## src/rtl/i2c_bus_watch_pkg.sv

```systemverilog
// Shared constants and types for the I2C line watcher.
// Assumes open-drain convention: 1 = release, 0 = pull low.
package i2c_bus_watch_pkg;

    localparam int LINE_COUNT = 2;   // SCL and SDA
    localparam int LINE_SCL   = 0;
    localparam int LINE_SDA   = 1;

    // Monitor word bit positions (observed by software)
    localparam int MON_SCL_SAMPLED = 0;
    localparam int MON_SCL_DRIVEN  = 1;
    localparam int MON_SDA_SAMPLED = 2;
    localparam int MON_SDA_DRIVEN  = 3;
    localparam int MON_WIDTH       = 4;

    // Override register: bit 1 normal mode, bit 0 SCL release
    typedef struct packed {
        logic normal;
        logic release_scl;
    } ovr_reg_t;

    localparam ovr_reg_t OVR_RESET = '{normal: 1'b1, release_scl: 1'b1};

endpackage

```

## src/rtl/i2c_bus_watch_sync.sv

```systemverilog
// Multi-stage synchroniser for a group of asynchronous line inputs.
// Assumes lines idle high, so every stage resets to 1 to avoid a
// false edge when reset is released.
module i2c_bus_watch_sync #(
    parameter int WIDTH  = 2,
    parameter int STAGES = 2
) (
    input  logic             clk,
    input  logic             rst_n,
    input  logic [WIDTH-1:0] raw_in,
    output logic [WIDTH-1:0] sync_out
);
    localparam int LAST = STAGES - 1;

    for (genvar g = 0; g < WIDTH; g++) begin : g_line
        logic [STAGES-1:0] chain;

        // Shift the raw level through the synchroniser chain
        always_ff @(posedge clk) begin
            if (!rst_n) chain <= '1;
            else        chain <= {chain[STAGES-2:0], raw_in[g]};
        end

        assign sync_out[g] = chain[LAST];
    end

endmodule

```

## src/rtl/i2c_bus_watch_cond.sv

```systemverilog
// START/STOP detector with bus-busy and sticky STOP-seen flags.
// Assumes synchronised inputs; compares SDA against its previous
// sample while SCL is high.
module i2c_bus_watch_cond (
    input  logic clk,
    input  logic rst_n,
    input  logic scl_s,
    input  logic sda_s,
    input  logic force_rst,
    input  logic stop_clr,
    output logic bus_busy,
    output logic stop_seen
);
    logic sda_prev;
    logic start_ev;
    logic stop_ev;

    // Remember last synchronised SDA for edge detection
    always_ff @(posedge clk) begin
        if (!rst_n) sda_prev <= 1'b1;
        else        sda_prev <= sda_s;
    end

    // Classify SDA edges with SCL high as bus conditions
    always_comb begin
        start_ev = scl_s &&  sda_prev && !sda_s;
        stop_ev  = scl_s && !sda_prev &&  sda_s;
    end

    // Bus busy: set by START, cleared by STOP or forced reset
    always_ff @(posedge clk) begin
        if (!rst_n || force_rst) bus_busy <= 1'b0;
        else if (stop_ev)        bus_busy <= 1'b0;
        else if (start_ev)       bus_busy <= 1'b1;
    end

    // Sticky STOP flag: set wins over clear
    always_ff @(posedge clk) begin
        if (!rst_n)        stop_seen <= 1'b0;
        else if (stop_ev)  stop_seen <= 1'b1;
        else if (stop_clr) stop_seen <= 1'b0;
    end

    AST_BUSY_ON_START: assert property (@(posedge clk) disable iff (!rst_n)
        (start_ev && !force_rst) |=> bus_busy);
    AST_IDLE_ON_STOP: assert property (@(posedge clk) disable iff (!rst_n)
        stop_ev |=> (!bus_busy && stop_seen));
    AST_STOP_HOLDS: assert property (@(posedge clk) disable iff (!rst_n)
        (stop_seen && !stop_clr) |=> stop_seen);
    AST_FORCE_IDLE: assert property (@(posedge clk) disable iff (!rst_n)
        force_rst |=> !bus_busy);

endmodule

```

## src/rtl/i2c_bus_watch_drive.sv

```systemverilog
// Override register and pad-drive selector.
// Assumes open-drain pads: 1 releases the line, 0 pulls it low.
module i2c_bus_watch_drive
    import i2c_bus_watch_pkg::*;
(
    input  logic       clk,
    input  logic       rst_n,
    input  logic       ovr_wr,
    input  logic [1:0] ovr_wdata,
    input  logic       force_rst,
    input  logic       eng_scl,
    input  logic       eng_sda,
    output logic       scl_out,
    output logic       sda_out
);
    ovr_reg_t ovr_q;

    // Override register: forced reset returns it to normal mode
    always_ff @(posedge clk) begin
        if (!rst_n || force_rst) ovr_q <= OVR_RESET;
        else if (ovr_wr)         ovr_q <= ovr_reg_t'(ovr_wdata);
    end

    // Select pad drives: forced release, engine, or manual SCL
    always_comb begin
        if (force_rst) begin
            scl_out = 1'b1;
            sda_out = 1'b1;
        end else if (ovr_q.normal) begin
            scl_out = eng_scl;
            sda_out = eng_sda;
        end else begin
            scl_out = ovr_q.release_scl;
            sda_out = 1'b1;
        end
    end

    AST_MANUAL_LOW: assert property (@(posedge clk) disable iff (!rst_n)
        (ovr_wr && ovr_wdata == 2'b00 && !force_rst) |=> (force_rst || !scl_out));
    AST_MANUAL_SDA: assert property (@(posedge clk) disable iff (!rst_n)
        (ovr_wr && !ovr_wdata[1] && !force_rst) |=> sda_out);
    AST_NORMAL_AFTER_FORCE: assert property (@(posedge clk) disable iff (!rst_n)
        (force_rst && !ovr_wr) |=> (force_rst || (scl_out == eng_scl && sda_out == eng_sda)));

endmodule

```

## src/rtl/i2c_bus_watch.sv

```systemverilog
// I2C line watcher: synchronises the pad levels, tracks bus state and
// drives the pads from the engine or from a manual SCL override.
// Assumes asynchronous pad inputs and open-drain pad drives.
module i2c_bus_watch
    import i2c_bus_watch_pkg::*;
#(
    parameter int SYNC_STAGES = 2
) (
    input  logic                 clk,
    input  logic                 rst_n,
    input  logic                 scl_in,
    input  logic                 sda_in,
    input  logic                 eng_scl,
    input  logic                 eng_sda,
    input  logic                 ovr_wr,
    input  logic [1:0]           ovr_wdata,
    input  logic                 force_rst,
    input  logic                 stop_clr,
    output logic                 scl_out,
    output logic                 sda_out,
    output logic                 bus_busy,
    output logic                 stop_seen,
    output logic [MON_WIDTH-1:0] mon
);
    logic [LINE_COUNT-1:0] raw_lines;
    logic [LINE_COUNT-1:0] sync_lines;

    assign raw_lines[LINE_SCL] = scl_in;
    assign raw_lines[LINE_SDA] = sda_in;

    i2c_bus_watch_sync #(
        .WIDTH  (LINE_COUNT),
        .STAGES (SYNC_STAGES)
    ) u_sync (
        .clk      (clk),
        .rst_n    (rst_n),
        .raw_in   (raw_lines),
        .sync_out (sync_lines)
    );

    i2c_bus_watch_cond u_cond (
        .clk       (clk),
        .rst_n     (rst_n),
        .scl_s     (sync_lines[LINE_SCL]),
        .sda_s     (sync_lines[LINE_SDA]),
        .force_rst (force_rst),
        .stop_clr  (stop_clr),
        .bus_busy  (bus_busy),
        .stop_seen (stop_seen)
    );

    i2c_bus_watch_drive u_drive (
        .clk       (clk),
        .rst_n     (rst_n),
        .ovr_wr    (ovr_wr),
        .ovr_wdata (ovr_wdata),
        .force_rst (force_rst),
        .eng_scl   (eng_scl),
        .eng_sda   (eng_sda),
        .scl_out   (scl_out),
        .sda_out   (sda_out)
    );

    // Assemble the monitor word from live and driven levels
    always_comb begin
        mon                  = '0;
        mon[MON_SCL_SAMPLED] = sync_lines[LINE_SCL];
        mon[MON_SCL_DRIVEN]  = scl_out;
        mon[MON_SDA_SAMPLED] = sync_lines[LINE_SDA];
        mon[MON_SDA_DRIVEN]  = sda_out;
    end

    AST_FORCE_RELEASE: assert property (@(posedge clk) disable iff (!rst_n)
        force_rst |-> (mon[MON_SCL_DRIVEN] && mon[MON_SDA_DRIVEN]));
    AST_RESTORE_ENGINE: assert property (@(posedge clk) disable iff (!rst_n)
        (ovr_wr && ovr_wdata == 2'b11 && !force_rst) |=> (scl_out == eng_scl));

endmodule

```

## config.mk

```make
export PLATFORM = sky130hd
export DESIGN_NAME = i2c_bus_watch
export DESIGN_NICKNAME = d
export VERILOG_FILES = /design/src/rtl/i2c_bus_watch_pkg.sv /design/src/rtl/i2c_bus_watch_sync.sv /design/src/rtl/i2c_bus_watch_cond.sv /design/src/rtl/i2c_bus_watch_drive.sv /design/src/rtl/i2c_bus_watch.sv
export SDC_FILE = /design/constraint.sdc
export NUM_CORES = 1
export LEC_CHECK = 0
export ABC_AREA = 1
export BUFFER_PORTS_ARGS = -buffer_cell sky130_fd_sc_hd__buf_2
export CORE_AREA = 10 10 47 49
export CTS_BUF_LIST = sky130_fd_sc_hd__clkbuf_4
export CTS_CLUSTER_SIZE = 40
export DETAILED_ROUTE_END_ITERATION = 10
export DIE_AREA = 0 0 57 59
export HOLD_SLACK_MARGIN = 0.06
export PLACE_DENSITY_LB_ADDON = 0.2
export SKIP_LAST_GASP = 1
export SLEW_MARGIN = 20
export SYNTH_ARGS = -nofsm -noshare
export SYNTH_HDL_FRONTEND = slang
export SYNTH_HIERARCHICAL = 1
export SYNTH_SLANG_ARGS = --single-unit
```

## constraint.sdc

```tcl
create_clock -name clk -period 0.8 [get_ports clk]
set_input_delay 0.04 -clock clk [delete_from_list [all_inputs] [get_ports clk]]
set_output_delay 0.04 -clock clk [all_outputs]
set_load 0.05 [all_outputs]
```

==> results of run 1 <==
## worst min-delay path: stages
cell	delay, ns
buf_2	0.10
nor2_1	0.06
nand3_1	0.05
## report_power, final
group	internal (mW)	switching, mW	total, mW
combinational	0.111	0.133	0.244
clock	0.185	0.169	0.354
sequential	0.465	0.0115	0.476
total	0.760	0.314	1.07
## registers in the layout (all words and copies together) (netlist names)
signal	count
u_cond/sda_prev	1
u_drive/ovr_q	2
u_cond/bus_busy	1
u_cond/stop_seen	1
u_sync/g_line.chain	4
## cells by family after synthesis
family	Yosys count	synth area share, %
AND/OR/NAND/NOR	25	28.82
buffers and inverters	15	19.79
flip-flops	9	50.00
AO/OA/AOI/OAI	1	1.388
## through the flow
stage / setup TNS, ns / worst slack [ns] / cells
6_report: -0.8081 / -0.2038 / 93
5_1_grt: -1.154 / -0.2595 / 93
4_1_cts: -0.8914 / -0.2170 / 94
3_5_place_dp: -0.07527 / -0.03790 / 80
3_3_place_gp: -0.03622 / -0.01825 / 80
2_1_floorplan: -0.07944 / -0.07944 / 50
## cells in the mapped netlist, drive strengths merged
cell type / number
dfxtp: 9
or2: 1
nand3: 4
inv: 11
nand2: 14
a21oi: 1
buf: 4
nor2: 6
## path summary, 6_finish.rpt
| check | from | endpoint | slack [ns] |
|---|---|---|---|
| hold reg to reg | u_sync/g_line[0].chain[0] | u_sync/g_line[0].chain[1] | 0.40 |
| hold / removal | force_rst | u_drive/ovr_q[1] | 0.02 |
| setup / recovery | u_drive/ovr_q[1] | mon[1] | -0.20 |
| setup reg to reg | u_sync/g_line[1].chain[1] | u_cond/sda_prev | 0.02 |
## routing by layer
metal / vias to the layer above / GRT usage, % / routed length, µm
met5: - / 0 / 0
met3: 2 / 4.077 / 51
li1: 195 / - / -
met4: 0 / 4.027 / 24
met2: 10 / 11.16 / 455
met1: 164 / 5.276 / 359
## repair_timing
action | in CTS | in global routing
resized for setup | 22 | 4
pin swaps | 0 | 2
endpoints found under the hold margin | 8 | 2
buffers inserted | 1 | 0
setup endpoints to repair | 8 | 12
## layout make-up
| type | instances | area share [%] |
|---|---|---|
| Clock inverter | 1 | 0.7533 |
| Inverter | 11 | 6.215 |
| Timing Repair Buffer | 27 | 36.53 |
| Multi-Input combinational cell | 26 | 21.66 |
| Sequential cell | 9 | 28.44 |
| Tap cell | 16 | 3.013 |
| Clock buffer | 3 | 3.390 |
==> flow_metrics.env, run 1 <==
export IMPL_critPathRequiredTime_ns=0.76
export IMPL_crit_chain="inv_2 -> nand2_2 -> nand3_4 -> buf_6"
export IMPL_multi_input_area_um2=143.9
export IMPL_portBuffers=18
export IMPL_cts_sinks=9
export IMPL_antenna_found_initial=0
export IMPL_grt_pass1_vias=408
export IMPL_slowest_stage="dfxtp_2"
export IMPL_fillers=156
export IMPL_yosysSeqAreaShare_pct=50.00
export IMPL_nNetsFinal=89
export IMPL_outcome="finished, violations left"
export IMPL_cp_start_kind="flop"
export IMPL_cts_buffers_inserted=3
export IMPL_cts_buffer_depth=2
export IMPL_clk_pin_slew_worst_paths_ns=0.06
export IMPL_hold_depth=3
export IMPL_synthCells=50
export IMPL_ys_ff_latch=9
export IMPL_grt_start_max_net_pins=7
export IMPL_clkLatencyLatePin_ns=0.26
export IMPL_critPathBufInv=2
export IMPL_core_um2=1401
export IMPL_final_cell_mix="12 x nand2_1, 10 x buf_2, 10 x inv_1, 8 x dlygate4sd3_1, 6 x buf_6"
export IMPL_num_antenna_cells=0
export IMPL_io_pins=19
export IMPL_yosys_top_cells_area="dfxtp_1 50%, nand2_1 15%, inv_1 10%"
export IMPL_slew_viol_final=0
export IMPL_synth_top_area_cell="dfxtp_1"
export IMPL_wl_um=890
export IMPL_regArea_um2=188.9
export IMPL_layout_commonest_cell="nand2_1"
export IMPL_ant_nets=0
export IMPL_maxCapViolCount=0
export IMPL_cp_num_cells=4
export IMPL_synthesis_nets=61
export IMPL_reg2regPathDepth=2
export IMPL_grt_total_usage_pct=6.375
export IMPL_gp_congestion=0.6928
export IMPL_die_y_um=59
export IMPL_placed_area_um2=469.2
export IMPL_fmax_ghz=0.9962
export IMPL_critPathTopFamily="flip-flops"
export IMPL_cts_tree="done"
export IMPL_synth_top_area_share_pct=50.00
export IMPL_hold_ws_ns=0.01581
export IMPL_slowest_delay_ns=0.33
export IMPL_synth_cell_types=10
export IMPL_tightest_slew_ns=0.1728
export IMPL_ctsHoldBuffers=9
export IMPL_fp_dieArea_um2=3363
export IMPL_period_needed_ns=1.004
export IMPL_start_util_pct=25.71
export IMPL_vias=371
export IMPL_min_path_type="in2reg"
export IMPL_grt_setup_unrepaired="yes"
export IMPL_finish_utilization_pct=47.41
export IMPL_avgSynthCellArea_um2=7.207
export IMPL_htree_levels=1
export IMPL_drive_gt1_share_pct=44.16
export IMPL_drc_errors=0
export IMPL_end_kind="primary output"
export IMPL_power_leakage_nw=0.3539
export IMPL_finalSetupViolCount=6
export IMPL_skew_ns=0.001404
export IMPL_ys_warnings_count=6
export IMPL_hold_viol=0
export IMPL_netlist_area_um2=360.3
export IMPL_irDropWorstVdd_v=0.001089
export IMPL_power_density_nw_per_um2=1617
export IMPL_worstSetupPathType="reg2out"
export IMPL_relSlewSlack_pct=88.46
export IMPL_dp_hpwl_um=644.4
export IMPL_first_iter_violations=7
export IMPL_power_mw=1.074
export IMPL_area_growth_pct=84.37
export IMPL_root_buffer="clkbuf_4"
export IMPL_dr_pass1_iters=3
export IMPL_gr_total_overflow=0
export IMPL_detail_route_wl_per_cell_um=9.570
export IMPL_violations="setup timing"
export IMPL_setup_ws_ns=-0.2038
export IMPL_grt_pass1_wl_mm=1.683
export IMPL_fp_row_count=14
export IMPL_fin_area_um2=664.4
export IMPL_arrival_ns=0.96
export IMPL_vias_per_cell=3.989
export IMPL_die_w_um=57
export IMPL_cp_max_fo=3
export IMPL_finalCritPeriodShare_pct=125.5
No activity file was read; power rests on OpenSTA's default activity.
==> inputs of run 2 (changes only) <==
--- a/config.mk
+++ b/config.mk
@@ -5,7 +5,6 @@
 export SDC_FILE = /design/constraint.sdc
 export NUM_CORES = 1
 export LEC_CHECK = 0
-export ABC_AREA = 1
 export BUFFER_PORTS_ARGS = -buffer_cell sky130_fd_sc_hd__buf_2
 export CORE_AREA = 10 10 47 49
 export CTS_BUF_LIST = sky130_fd_sc_hd__clkbuf_4
==> run 2 against run 1 <==
The flow still finishes with violations (setup timing). Via count decreased by 15%. Worst setup slack got worse by 0.14 ns. Sequential power decreased by 2%. Combinational power decreased by 3%. Cell count decreased by 16%. Die area unchanged. Core utilization increased by 0.54 points. Hold slack improved by 0.076 ns. Critical path type unchanged.
==> flow_metrics.env, run 2 <==
export IMPL_ant_nets=0
export IMPL_outcome="finished, violations left"
export IMPL_slew_viol_final=0
export IMPL_grt_pass1_wl_mm=1.524
export IMPL_area_growth_pct=95.27
export IMPL_final_cell_mix="9 x buf_2, 8 x dlygate4sd3_1, 6 x buf_8, 6 x nand2b_1, 5 x dfxtp_4"
export IMPL_critPathLaunch="u_drive/ovr_q[0]"
export IMPL_yosys_top_cells_area="dfxtp_1 52%, nand2b_1 11%, buf_4 8.7%"
export IMPL_min_from="stop_clr"
export IMPL_gp_congestion=0.6499
export IMPL_reg2regPathDepth=3
export IMPL_core_um2=1401
export IMPL_grt_setup_unrepaired="yes"
export IMPL_post_cts_buffers=0
export IMPL_start_util_pct=24.55
export IMPL_cp_max_fo=2
export IMPL_violations="setup timing"
export IMPL_period_needed_ns=1.148
export IMPL_min_path_type="in2reg"
export IMPL_avgSynthCellArea_um2=9.558
export IMPL_htree_levels=1
export IMPL_top_regs="u_sync/g_line.chain x4, u_drive/ovr_q x2"
export IMPL_arrival_ns=1.11
export IMPL_die_y_um=59
export IMPL_hold_ws_ns=0.09193
export IMPL_yosysMostFrequentCell="dfxtp_1"
export IMPL_wl_um=844
export IMPL_first_iter_violations=0
export IMPL_maxCapViolCount=0
export IMPL_async_reset_ff_share_pct=0
export IMPL_ys_flop_type="dfxtp_1"
export IMPL_fillers=129
export IMPL_skew_ns=0.002993
export IMPL_drive_gt1_share_pct=56.45
export IMPL_netlist_area_um2=344.1
export IMPL_relSlewSlack_pct=85.61
export IMPL_layout_commonest_cell="buf_2"
export IMPL_fp_dieArea_um2=3363
export IMPL_post_place_ws_ns=-0.1191
export IMPL_portBuffers=18
export IMPL_cts_sinks=9
export IMPL_grt_total_usage_pct=5.681
export IMPL_clkLatencyLatePin_ns=0.25
export IMPL_cts_buffer_depth=2
export IMPL_synthCells=36
export IMPL_synth_edff_count=0
export IMPL_irDropWorstVdd_v=0.0008407
export IMPL_antenna_found_initial=0
export IMPL_cts_tree="done"
export IMPL_power_leakage_nw=0.2986
export IMPL_synth_top_area_share_pct=52.36
export IMPL_synth_top_area_cell="dfxtp_1"
export IMPL_finalSetupViolCount=6
export IMPL_final_setup_tns_ns=-1.143
export IMPL_synthTopCellsByCount="9 x dfxtp_1, 6 x nand2b_1, 5 x nand2_1, 4 x buf_4, 3 x nor2b_1"
export IMPL_end_kind="primary output"
export IMPL_dr_pass1_iters=1
export IMPL_io_pins=19
export IMPL_worstSetupPathType="reg2out"
export IMPL_r2r_start="u_drive/ovr_q[1]"
export IMPL_critPathRequiredTime_ns=0.76
export IMPL_hold_depth=3
export IMPL_hold_viol=0
export IMPL_largest_reg_flops=4
export IMPL_root_buffer="clkbuf_4"
export IMPL_synth_cell_types=13
export IMPL_grt_pass1_vias=375
export IMPL_die_w_um=57
export IMPL_ys_warnings_count=6
export IMPL_num_antenna_cells=0
export IMPL_fmax_ghz=0.8713
export IMPL_ys_ff_latch=9
export IMPL_setup_ws_ns=-0.3478
export IMPL_clk_pin_slew_worst_paths_ns=0.06
export IMPL_drc_errors=0
export IMPL_detail_route_wl_per_cell_um=10.82
export IMPL_cp_start_kind="flop"
export IMPL_regMostFlops="u_sync/g_line.chain"
export IMPL_tightest_slew_ns=0.2150
export IMPL_vias=315
export IMPL_fp_row_count=14
export IMPL_placed_area_um2=461.7
export IMPL_finalCritPeriodShare_pct=143.5
export IMPL_gr_total_overflow=0
export IMPL_synthesis_nets=47
export IMPL_rrSetupSlack_ns=0.01
export IMPL_grt_start_max_net_pins=6
export IMPL_power_density_nw_per_um2=1611
export IMPL_vias_per_cell=4.038
export IMPL_yosysSeqAreaShare_pct=52.36
export IMPL_nNetsFinal=74
export IMPL_cts_buffers_inserted=3
export IMPL_fin_area_um2=671.9
## run 2: kinds of logic after synthesis
family,synth area share (%)
and+or+nand+nor,24.73
DFF,52.36
buffers and inverters,9.817
AOI/OAI and AO/OA,7.272
muxes,5.818
## run 2: power breakdown
group	total [mW]	switching, mW	internal (mW)
Combinational	0.237	0.117	0.120
Sequential	0.467	0.0134	0.454
Clock	0.378	0.152	0.226
## run 2: path summary, 6_finish.rpt
path | end
worst max-delay path | mon[1]
worst min-delay path | u_cond/stop_seen
worst max register to register | u_drive/ovr_q[1]
worst min register to register | u_sync/g_line[1].chain[1]
## run 2: layer usage
metal  track usage [%]  up-vias  routed length, µm
met5                 0        -                  0
met4             4.027        0                  0
met3             3.863        0                111
met2             8.372       15                340
met1             5.635      136                392
li1                  -      164                  -
## run 2: critical path, cell delays in order, from the launching register on
cell and delay [ns]:
dfxtp_1 0.31, nor2b_4 0.12, a211o_4 0.27, buf_6 0.15
## run 2: final cells by class
class	count	area, µm²	share of cell area (%)
Tap cell	16	20.02	2.980
Clock buffer	4	30.03	4.469
Timing Repair Buffer	26	245.2	36.50
Sequential cell	9	198.9	29.61
Multi-Input combinational cell	22	173.9	25.88
Inverter	1	3.754	0.5587
## run 2: what timing repair did
action | CTS | global route
hold buffers | 8 | 0
pin swaps | 0 | 2
resized for setup | 24 | 8
hold endpoints to repair | 7 | 0
endpoints found under the setup margin | 8 | 11
## run 2: metrics by stage
stage | util [%] | power [mW] | std cells
2_1_floorplan | - | 0.6103 | 36
5_1_grt | 47.95 | 1.150 | 78
6_report | 47.95 | 1.082 | 78
3_5_place_dp | 32.95 | 0.6446 | 67
4_1_cts | 46.16 | 1.095 | 79
3_3_place_gp | 32.95 | 0.6455 | 67
==> inputs of run 3 (changes only) <==
--- a/config.mk
+++ b/config.mk
@@ -19,3 +19,4 @@
 export SYNTH_HDL_FRONTEND = slang
 export SYNTH_HIERARCHICAL = 1
 export SYNTH_SLANG_ARGS = --single-unit
+export TNS_END_PERCENT = 50
==> run 3 against run 2 <==
Sequential cell count unchanged. Via count grew 1.3%. Critical path depth unchanged. Die area is the same. Worst setup slack worse by 0.0069 ns. Highest routed layer is now met4. Clock power increased by 1%. The run still ends with setup timing left. Cell count increased by 1.3%. Critical endpoint unchanged. Largest cell class unchanged.
==> flow_metrics.env, run 3 (synthesized netlist as in run 2, its figures left out) <==
export IMPL_drive_gt1_share_pct=49.21
export IMPL_ant_nets=0
export IMPL_post_place_ws_ns=-0.1126
export IMPL_period_needed_ns=1.155
export IMPL_wl_met3_um=134
export IMPL_end_kind="primary output"
export IMPL_fin_area_um2=633.1
export IMPL_finalSetupViolCount=8
export IMPL_grt_pass1_wl_mm=1.559
export IMPL_grt_start_max_net_pins=6
export IMPL_regMostFlops="u_sync/g_line.chain"
export IMPL_fmax_ghz=0.8660
export IMPL_cp_max_fo=2
export IMPL_outcome="finished, violations left"
export IMPL_num_antenna_cells=0
export IMPL_vias_per_cell=4.038
export IMPL_grt_total_usage_pct=5.900
export IMPL_p_clk_share_pct=35.3
export IMPL_setup_ws_ns=-0.3547
export IMPL_reg2regPathDepth=3
export IMPL_die_y_um=59
export IMPL_placed_area_um2=460.4
export IMPL_start_util_pct=24.55
export IMPL_slew_viol_final=0
export IMPL_antenna_found_initial=0
export IMPL_final_cell_mix="12 x buf_2, 8 x dlygate4sd3_1, 6 x nand2b_1, 5 x dfxtp_1"
export IMPL_clk_pin_slew_worst_paths_ns=0.06
export IMPL_area_growth_pct=84.00
export IMPL_power_density_nw_per_um2=1706
export IMPL_hold_viol=0
export IMPL_die_w_um=57
export IMPL_relSlewSlack_pct=83.42
export IMPL_maxCapViolCount=0
export IMPL_core_um2=1401
export IMPL_layout_commonest_cell="buf_2"
export IMPL_cts_buffers_inserted=3
export IMPL_tightest_slew_ns=0.2504
export IMPL_skew_ns=0.001268
export IMPL_hold_depth=3
export IMPL_cp_start_kind="flop"
export IMPL_min_path_type="in2reg"
export IMPL_wl_um=863
export IMPL_p_int_uw=797.7
export IMPL_gr_total_overflow=0
export IMPL_nNetsFinal=75
export IMPL_detail_route_wl_per_cell_um=10.92
export IMPL_drc_errors=0
export IMPL_post_cts_buffers=0
export IMPL_critPathRequiredTime_ns=0.76
export IMPL_met2_length_um=350
export IMPL_arrival_ns=1.11
export IMPL_dr_pass1_iters=2
export IMPL_cts_sinks=9
export IMPL_cts_buffer_depth=2
export IMPL_comb_power_share_pct=21.3
export IMPL_htree_levels=1
export IMPL_violations="setup timing"
export IMPL_power_switching_uw=282.4
export IMPL_gp_congestion=0.6605
export IMPL_top_regs="u_sync/g_line.chain x4, u_drive/ovr_q x2"
export IMPL_root_buffer="clkbuf_4"
export IMPL_swShare_pct=26.15
export IMPL_io_pins=19
export IMPL_grt_pass1_vias=356
export IMPL_irDropWorstVdd_v=0.0007014
export IMPL_pwr_share_seq_pct=43.4
export IMPL_fp_dieArea_um2=3363
export IMPL_worstSetupPathType="reg2out"
export IMPL_fp_row_count=14
export IMPL_hold_ws_ns=0.07996
export IMPL_clkLatencyLatePin_ns=0.26
export IMPL_highest_signal_layer="met4"
export IMPL_grt_setup_unrepaired="yes"
export IMPL_largest_reg_flops=4
export IMPL_cts_tree="done"
export IMPL_portBuffers=18
export IMPL_power_leakage_nw=0.2879
export IMPL_first_iter_violations=7
export IMPL_vias=319
export IMPL_finalCritPeriodShare_pct=144.3
export IMPL_wirelength_met1_um=357
## run 3: changes by cell type in the layout (fill, tap and decap cells not counted), sizes merged
cell	delta
buf	+1
## run 3: final cells by class
class                      instances  area, µm²
clock buffer                       4      30.03
fill                             147      768.2
inverter                           1      3.754
multi-input combinational         22      156.4
sequential                         9      192.7
tap                               16      20.02
timing repair buffer              27      230.2
## run 3: worst max-delay path, cell delays in order, from the launching register on
cell     delay, ns
dfxtp_1       0.31
nor2b_4       0.12
a211o_4       0.27
buf_6         0.15
## run 3: path summary, 6_finish.rpt
check	startpoint	end	slack [ns]
worst max-delay path	u_drive/ovr_q[0]	mon[1]	-0.35
worst max register to register	u_drive/ovr_q[1]	u_drive/ovr_q[1]	0.01
worst min-delay path	stop_clr	u_cond/stop_seen	0.08
worst min register to register	u_sync/g_line[1].chain[0]	u_sync/g_line[1].chain[1]	0.41
## run 3: what timing repair did
| item | 4_1_cts | 5_1_grt |
|---|---|---|
| hold endpoints to repair | 7 | 0 |
| hold buffers | 8 | 0 |
| setup endpoints to repair | 8 | 12 |
| gates resized for setup | 11 | 11 |
## run 3: through the flow
step           cells  total power, mW  setup TNS, ns  utilization, %
6_report          79            1.080         -1.343           45.18
5_1_grt           79            1.144         -1.828           45.18
4_1_cts           79            1.094         -1.716           43.39
3_5_place_dp      67           0.6448        -0.2700           32.86
3_3_place_gp      67           0.6452        -0.2714           32.86
2_1_floorplan     36           0.6100        -0.3657               -
## run 3: power by group through the flow
stage | combinational (mW) | clock (mW) | sequential [mW]
after floorplan | 0.125 | 0 | 0.485
after global placement | 0.166 | 0 | 0.479
after detailed placement | 0.166 | 0 | 0.479
after CTS | 0.223 | 0.403 | 0.469
after global routing | 0.246 | 0.427 | 0.471
final | 0.230 | 0.382 | 0.469
## run 3: routing by layer
| layer | vias to the layer above | track usage, % |
|---|---|---|
| li1 | 168 | - |
| met1 | 132 | 6.242 |
| met4 | 0 | 4.027 |
| met5 | - | 0 |
| met2 | 17 | 7.907 |
| met3 | 2 | 4.506 |
